**src/rtl/sser_pkg.sv**
```systemverilog
package sser_pkg;
  localparam int ADDR_W = 2;

  localparam logic [ADDR_W-1:0] A_CTRL = 2'd0;
  localparam logic [ADDR_W-1:0] A_DATA = 2'd1;
  localparam logic [ADDR_W-1:0] A_STAT = 2'd2;

  localparam int ST_TXE  = 0;
  localparam int ST_RXF  = 1;
  localparam int ST_BUSY = 2;
  localparam int ST_OVR  = 3;

  localparam int SEL_W = 3;

  typedef struct packed {
    logic             irq_en;
    logic [SEL_W-1:0] clk_sel;
    logic             dir_tx;
    logic             link_en;
    logic             wire3;
  } ctrl_t;

  localparam int CTRL_W = $bits(ctrl_t);
endpackage

```
**src/rtl/sser_clkgen.sv**
```systemverilog
module sser_clkgen #(
  parameter int N_TICK      = 3,
  parameter int SYNC_STAGES = 2
) (
  input  logic                       clk_i,
  input  logic                       rst_ni,
  input  logic                       active_i,
  input  logic [sser_pkg::SEL_W-1:0] sel_i,
  input  logic [N_TICK-1:0]          tick_i,
  input  logic                       ext_sc_i,
  output logic                       master_o,
  output logic                       sc_o,
  output logic                       rise_o,
  output logic                       fall_o
);
  localparam int SW = sser_pkg::SEL_W;

  logic [N_TICK:0]      src_vec;
  logic                 tick;
  logic                 sc_q;
  logic [SYNC_STAGES:0] sync_q;
  logic                 ext_rise, ext_fall;

  assign src_vec  = {1'b1, tick_i};
  assign master_o = (sel_i <= SW'(N_TICK));

  always_comb begin
    tick = 1'b0;
    for (int i = 0; i <= N_TICK; i++)
      if (sel_i == SW'(i)) tick = src_vec[i];
  end

  // external clock: synchronize, then one more stage for edge detect
  always_ff @(posedge clk_i or negedge rst_ni) begin
    if (!rst_ni) sync_q <= '1;
    else         sync_q <= {sync_q[SYNC_STAGES-1:0], ext_sc_i};
  end

  assign ext_rise = sync_q[SYNC_STAGES-1] & ~sync_q[SYNC_STAGES];
  assign ext_fall = ~sync_q[SYNC_STAGES-1] & sync_q[SYNC_STAGES];

  always_ff @(posedge clk_i or negedge rst_ni) begin
    if (!rst_ni)                          sc_q <= 1'b1;
    else if (!master_o)                   sc_q <= 1'b1;
    else if (active_i && tick)            sc_q <= ~sc_q;
  end

  assign sc_o   = sc_q;
  assign rise_o = active_i & (master_o ? (tick & ~sc_q) : ext_rise);
  assign fall_o = active_i & (master_o ? (tick &  sc_q) : ext_fall);
endmodule

```
**src/rtl/sser_shifter.sv**
```systemverilog
module sser_shifter #(
  parameter int W = 8
) (
  input  logic         clk_i,
  input  logic         rst_ni,
  input  logic         load_i,
  input  logic [W-1:0] load_data_i,
  input  logic         rise_i,
  input  logic         fall_i,
  input  logic         din_i,
  output logic         busy_o,
  output logic         done_o,
  output logic [W-1:0] rx_data_o,
  output logic         dout_o
);
  localparam int CW = $clog2(W);

  logic [W-1:0]  shreg_q;
  logic [CW-1:0] cnt_q;
  logic          busy_q, dout_q;
  logic          last;

  assign last      = (cnt_q == CW'(W-1));
  assign done_o    = busy_q & rise_i & last;
  assign rx_data_o = {shreg_q[W-2:0], din_i};
  assign busy_o    = busy_q;
  assign dout_o    = dout_q;

  always_ff @(posedge clk_i or negedge rst_ni) begin
    if (!rst_ni) begin
      shreg_q <= '0;
      cnt_q   <= '0;
      busy_q  <= 1'b0;
      dout_q  <= 1'b1;
    end else if (load_i) begin
      // output bit follows on the first falling edge, never at load
      shreg_q <= load_data_i;
      cnt_q   <= '0;
      busy_q  <= 1'b1;
    end else if (busy_q) begin
      if (rise_i) begin
        shreg_q <= {shreg_q[W-2:0], din_i};
        cnt_q   <= cnt_q + 1'b1;
        if (last) busy_q <= 1'b0;
      end
      if (fall_i) dout_q <= shreg_q[W-1];
    end
  end
endmodule

```
**src/rtl/sser_regs.sv**
```systemverilog
module sser_regs
  import sser_pkg::*;
#(
  parameter int W = 8
) (
  input  logic              clk_i,
  input  logic              rst_ni,
  input  logic [ADDR_W-1:0] bus_addr_i,
  input  logic              bus_wr_i,
  input  logic              bus_rd_i,
  input  logic [W-1:0]      bus_wdata_i,
  output logic [W-1:0]      bus_rdata_o,
  output ctrl_t             ctrl_o,
  input  logic              busy_i,
  input  logic              done_i,
  input  logic [W-1:0]      rx_data_i,
  output logic              load_o,
  output logic [W-1:0]      load_data_o,
  output logic              tx_full_o,
  output logic              rx_full_o,
  output logic              ovr_o,
  output logic              irq_o
);
  ctrl_t               ctrl_q;
  logic [CTRL_W-1:0]   ctrl_bits;
  logic [W-1:0]        tx_buf_q, rx_buf_q, status;
  logic                tx_full_q, rx_full_q, ovr_q, irq_q;
  logic                wr_data, rd_data, wr_ctrl, wr_stat;

  assign wr_data = bus_wr_i && bus_addr_i == A_DATA;
  assign wr_ctrl = bus_wr_i && bus_addr_i == A_CTRL;
  assign wr_stat = bus_wr_i && bus_addr_i == A_STAT;
  assign rd_data = bus_rd_i && bus_addr_i == A_DATA;

  assign load_o      = (wr_data && !busy_i) || (done_i && (tx_full_q || wr_data));
  assign load_data_o = (done_i && tx_full_q) ? tx_buf_q : bus_wdata_i;

  always_ff @(posedge clk_i or negedge rst_ni) begin
    if (!rst_ni) begin
      ctrl_q    <= '0;
      tx_buf_q  <= '0;
      tx_full_q <= 1'b0;
      rx_buf_q  <= '0;
      rx_full_q <= 1'b0;
      ovr_q     <= 1'b0;
      irq_q     <= 1'b0;
    end else begin
      if (wr_ctrl) ctrl_q <= ctrl_t'(bus_wdata_i[CTRL_W-1:0]);

      // hold a write made mid-transfer unless it goes straight into the engine
      if (wr_data && busy_i && !(done_i && !tx_full_q)) begin
        tx_buf_q  <= bus_wdata_i;
        tx_full_q <= 1'b1;
      end else if (done_i && tx_full_q) begin
        tx_full_q <= 1'b0;
      end

      if (wr_stat && bus_wdata_i[ST_OVR]) ovr_q <= 1'b0;
      if (done_i) begin
        rx_buf_q  <= rx_data_i;
        rx_full_q <= 1'b1;
        if (rx_full_q) ovr_q <= 1'b1;
      end else if (rd_data) begin
        rx_full_q <= 1'b0;
      end

      irq_q <= done_i & ctrl_q.irq_en;
    end
  end

  assign ctrl_bits = ctrl_q;

  always_comb begin
    status          = '0;
    status[ST_TXE]  = ~tx_full_q;
    status[ST_RXF]  = rx_full_q;
    status[ST_BUSY] = busy_i;
    status[ST_OVR]  = ovr_q;
  end

  always_comb begin
    unique case (bus_addr_i)
      A_CTRL:  bus_rdata_o = W'(ctrl_bits);
      A_DATA:  bus_rdata_o = rx_buf_q;
      A_STAT:  bus_rdata_o = status;
      default: bus_rdata_o = '0;
    endcase
  end

  assign ctrl_o    = ctrl_q;
  assign tx_full_o = tx_full_q;
  assign rx_full_o = rx_full_q;
  assign ovr_o     = ovr_q;
  assign irq_o     = irq_q;
endmodule

```
**src/rtl/sser_top.sv**
```systemverilog
module sser_top
  import sser_pkg::*;
#(
  parameter int W           = 8,
  parameter int N_TICK      = 3,
  parameter int SYNC_STAGES = 2
) (
  input  logic              clk_i,
  input  logic              rst_ni,
  input  logic [ADDR_W-1:0] bus_addr_i,
  input  logic              bus_wr_i,
  input  logic              bus_rd_i,
  input  logic [W-1:0]      bus_wdata_i,
  output logic [W-1:0]      bus_rdata_o,
  input  logic [N_TICK-1:0] tick_i,
  input  logic              sc_i,
  output logic              sc_o,
  output logic              sc_oe_o,
  input  logic              sd_i,
  output logic              sd_o,
  output logic              sd_oe_o,
  input  logic              si_i,
  output logic              so_o,
  input  logic              link_sc_i,
  output logic              link_sc_o,
  output logic              link_sc_oe_o,
  input  logic              link_sd_i,
  output logic              link_sd_o,
  output logic              link_sd_oe_o,
  output logic              irq_o
);
  ctrl_t        ctrl;
  logic         busy, done, load, master, sc_gen, rise, fall, din, dout;
  logic         tx_full, rx_full, ovr, drive_tx, ext_sc;
  logic [W-1:0] load_data, rx_data;

  sser_regs #(.W(W)) u_regs (
    .clk_i, .rst_ni, .bus_addr_i, .bus_wr_i, .bus_rd_i, .bus_wdata_i, .bus_rdata_o,
    .ctrl_o(ctrl), .busy_i(busy), .done_i(done), .rx_data_i(rx_data),
    .load_o(load), .load_data_o(load_data),
    .tx_full_o(tx_full), .rx_full_o(rx_full), .ovr_o(ovr), .irq_o(irq_o)
  );

  sser_clkgen #(.N_TICK(N_TICK), .SYNC_STAGES(SYNC_STAGES)) u_clkgen (
    .clk_i, .rst_ni, .active_i(busy), .sel_i(ctrl.clk_sel), .tick_i,
    .ext_sc_i(ext_sc), .master_o(master), .sc_o(sc_gen), .rise_o(rise), .fall_o(fall)
  );

  sser_shifter #(.W(W)) u_shift (
    .clk_i, .rst_ni, .load_i(load), .load_data_i(load_data), .rise_i(rise),
    .fall_i(fall), .din_i(din), .busy_o(busy), .done_o(done),
    .rx_data_o(rx_data), .dout_o(dout)
  );

  // pin routing: chip-link overrides the three-wire select
  assign din      = ctrl.link_en ? link_sd_i : (ctrl.wire3 ? si_i : sd_i);
  assign ext_sc   = ctrl.link_en ? link_sc_i : sc_i;
  assign drive_tx = busy & ctrl.dir_tx;

  assign sc_o         = sc_gen;
  assign sc_oe_o      = master & ~ctrl.link_en;
  assign link_sc_o    = sc_gen;
  assign link_sc_oe_o = master & ctrl.link_en;

  assign sd_o         = dout;
  assign sd_oe_o      = drive_tx & ~ctrl.link_en & ~ctrl.wire3;
  assign link_sd_o    = dout;
  assign link_sd_oe_o = drive_tx & ctrl.link_en;
  assign so_o         = (ctrl.wire3 & ~ctrl.link_en) ? dout : 1'b1;
endmodule

```
**config.mk**
```make
export PLATFORM = sky130hd
export DESIGN_NAME = sser_top
export DESIGN_NICKNAME = d
export VERILOG_FILES = /design/src/rtl/sser_pkg.sv /design/src/rtl/sser_clkgen.sv /design/src/rtl/sser_shifter.sv /design/src/rtl/sser_regs.sv /design/src/rtl/sser_top.sv
export SDC_FILE = /design/constraint.sdc
export NUM_CORES = 1
export LEC_CHECK = 0
export BUFFER_PORTS_ARGS = -buffer_cell sky130_fd_sc_hd__buf_2
export CORE_AREA = 3 3 76 78
export CTS_CLUSTER_DIAMETER = 100
export DETAILED_ROUTE_END_ITERATION = 8
export DIE_AREA = 0 0 79 81
export GPL_TIMING_DRIVEN = 0
export PLACE_DENSITY = 0.71
export SETUP_SLACK_MARGIN = 0.3
export SYNTH_ARGS = -nofsm -noshare
export SYNTH_HDL_FRONTEND = slang
export SYNTH_SLANG_ARGS = --single-unit
```
**constraint.sdc**
```tcl
create_clock -name clk_i -period 2.1 [get_ports clk_i]
set_clock_uncertainty 0.1 [all_clocks]
set_input_delay 0.42 -clock clk_i [delete_from_list [all_inputs] [get_ports clk_i]]
set_output_delay 0.42 -clock clk_i [all_outputs]
set_load 0.005 [all_outputs]
```
==> flow_summary.ini <==
[status]
status = completed

[power]
combinationalPowerShare = 0.388
netSwitchingFraction = 0.347
p_int_w = 0.00200
power.switching_w = 0.00106
pwr-share-seq = 0.429
clock_power_share = 0.183
p_leak_nw = 1.50
p_per_area_nw_per_um2 = 985
ir_drop_v = 0.000490

[synth]
avgSynthCellArea_um2 = 11.0
yosysSeqAreaShare = 0.476
synthTopCellsByCount = dfrtp_1 (39), nand2_1 (39), o21ai_0 (18)
ys_seq_elements = 44
synth_edf_count = 0
synth_cell_types = 45
synthTopCellsByArea = dfrtp_1 (42%), nand2_1 (6.3%), dfstp_2 (5.7%)
ys_warn_count = 0
synthCells = 212
syn_nets = 236
synth_flop_cell = dfrtp_1
synth_top_cell_by_area = dfrtp_1
synth.cell_area_um2 = 2320
async_flop_share = 1.00
synth.top_cell.area_share = 0.420

[drt]
antenna_left = 0
via_per_inst = 5.43
wire_per_inst_um = 17.9
drc = 0
drt_wl_total_mm = 6.34
drtIter0Drc = 139
first_pass_iters = 5
vias = 1927

[timing]
maxSlewHeadroom = 0.331
fmax_ghz = 0.497
worst_slack_ns = 0.0862
rsz0062_at_grt = true
slew_violations = 0
fin_crit_ns = 2.01
final-hold-violation-count = 0
final.period_utilization = 0.959
worstMarginPinSlew_ns = 1.00
setup_viol = 0

[cts]
numClockSinks = 44
cts_buffers = 5
cts.reportedPaths.clkPinSlew_ns = 0.08
cts-root-buf = clkbuf_8
clk_path_buf_depth = 2
clk_latency_ns = 0.30
htreeDepth = 2
cts_tree = yes

[floorplanning]
die-area_um2 = 6400
core_um2 = 5140
die_x_um = 79
initial_core_util = 0.452
fp.dieH_um = 81
num_io_pins = 40
rows = 26

[placed_design]
placed_area_um2 = 2610
post-place-cells = 321
dp_hpwl_mm = 3.80
post-place-ws_ns = -0.0868
portBuffers = 39
gpl.final_weighted_congestion = 0.781

[global_route]
grt_pass1_vias = 1879
grt_usage = 0.200
grt_overflow = 0
antenna_found_initial = 0
grt_pass1_wl_mm = 9.76
grt_max_degree = 45

[worst_setup_path]
cp_max_fo = 10
crit_type = reg -> reg
crit_buf_inv = 1
cpLargestDelayFamily = compound AO/OA/AOI/OAI gates
crit_arrival_ns = 2.10
crit_chain = mux2i_2, a21oi_4, buf_4, a21boi_0, a311o_1, a22o_1
slowest_delay_ns = 0.46
required_ns = 2.19
slowest_stage = dfrtp_2
worstSetupStartpointType = register
worstSetupEndpointType = register
reg2reg_slack_ns = 0.09

[job]
maxCapViolCount = 0

[cells_and_area]
fin_area_um2 = 3100
nets = 308
drive_gt1_frac = 0.470
fin_cells = 355
area_delta_synth_final_pct = 33.5
diodes = 0
fillers = 441

[worst_hold_path]
hold_path_class = in -> async
through the flow:
step	hold WS [ns]	utilization	TNS (ns)	power, W
floorplan	0.0244	-	0	0.00193
global placement	0.246	0.508	-0.263	0.00219
detailed placement	0.252	0.508	-0.253	0.00224
CTS	0.212	0.564	0	0.00292
global route	0.241	0.604	0	0.00325
finish	0.185	0.604	0	0.00306
metal layers:
metal	share of wire	global-route usage
met2	0.48	0.325
met4	0.024	0.0653
met1	0.45	0.266
met5	0	0
met3	0.043	0.0455
worst register-to-register path: cells and delay by family (launching register included):
family	cells	cell delay [ns]
muxes	1	0.19
AOI/OAI and AO/OA	4	0.88
buffers and inverters	1	0.28
DFF	1	0.46
power by group through the flow:
stage	Clock, W	Combinational [W]	Sequential (W)
CTS	0.000567	0.00105	0.00131
finish	0.000560	0.00119	0.00131
detailed placement	0	0.000917	0.00132
global placement	0	0.000886	0.00131
floorplan	0	0.000663	0.00127
global route	0.000606	0.00130	0.00135
placed cells by master, fill, tap and decap left out, types with 4 or more instances in the layout:
cell type,n
buf_2,40
mux2i_1,9
o21ai_1,8
buf_6,7
mux2_2,10
a311oi_1,5
o21ai_0,10
dfrtp_1,37
nor2_1,9
buf_4,22
dfstp_2,5
a21oi_1,5
a22o_1,4
nand2_1,38
clkbuf_8,6
mux2_4,8
area by class of cell:
type                    count  area [um2]  area share
plain buffers              13         135      0.0435
clock buffers               8        90.1      0.0290
inverters                   2        10.0     0.00322
multi-input cells         154        1240       0.399
flip-flops and latches     44        1110       0.358
well taps                  70        87.6      0.0282
repair buffers             64         432       0.139
kinds of logic after synthesis:
group                      after synthesis  synth area share
muxes                                   28             0.143
adders and majority gates                2            0.0108
buffers and inverters                   15            0.0387
xor gates and xnor gates                 1           0.00377
AOI/OAI and AO/OA                       52             0.163
and+or+nand+nor                         70             0.164
DFF                                     44             0.476
registers in the layout (all words and copies together), names as in the netlist:
signal	cells
u_regs.rx_buf_q	8
u_regs.tx_buf_q	8
u_shift.shreg_q	8
u_regs.ctrl_o	7
u_clkgen.sync_q	3
u_shift.cnt_q	3
u_clkgen.sc_o	1
u_regs.irq_o	1
u_regs.ovr_o	1
u_regs.rx_full_o	1
u_regs.tx_full_o	1
u_shift.busy_o	1
u_shift.dout_o	1
final timing paths:
path,start,end,cells after the start
worst max-delay path,u_regs.ctrl_o[3]$_DFFE_PN0P_,u_shift.shreg_q[0]$_DFFE_PN0P_,6
worst min-delay path,rst_ni,u_regs.ctrl_o[6]$_DFFE_PN0P_,1
worst max register to register,u_regs.ctrl_o[3]$_DFFE_PN0P_,u_shift.shreg_q[0]$_DFFE_PN0P_,6
worst min register to register,u_clkgen.sync_q[0]$_DFF_PN1_,u_clkgen.sync_q[1]$_DFF_PN1_,0
max in group asynchronous,rst_ni,u_regs.tx_full_o$_DFFE_PN0P_,1
min in group clk_i,link_sc_i,u_clkgen.sync_q[0]$_DFF_PN1_,2
timing repair:
| item | 4_1_cts | 5_1_grt |
|---|---|---|
| pin swaps | 5 | 16 |
| hold buffers | 0 | 0 |
| cloned | 1 | 1 |
| endpoints found under the setup margin | 42 | 38 |
| setup buffers | 12 | 12 |
| resized for setup | 30 | 32 |
Note: power is estimated with default switching activity, not from simulation.
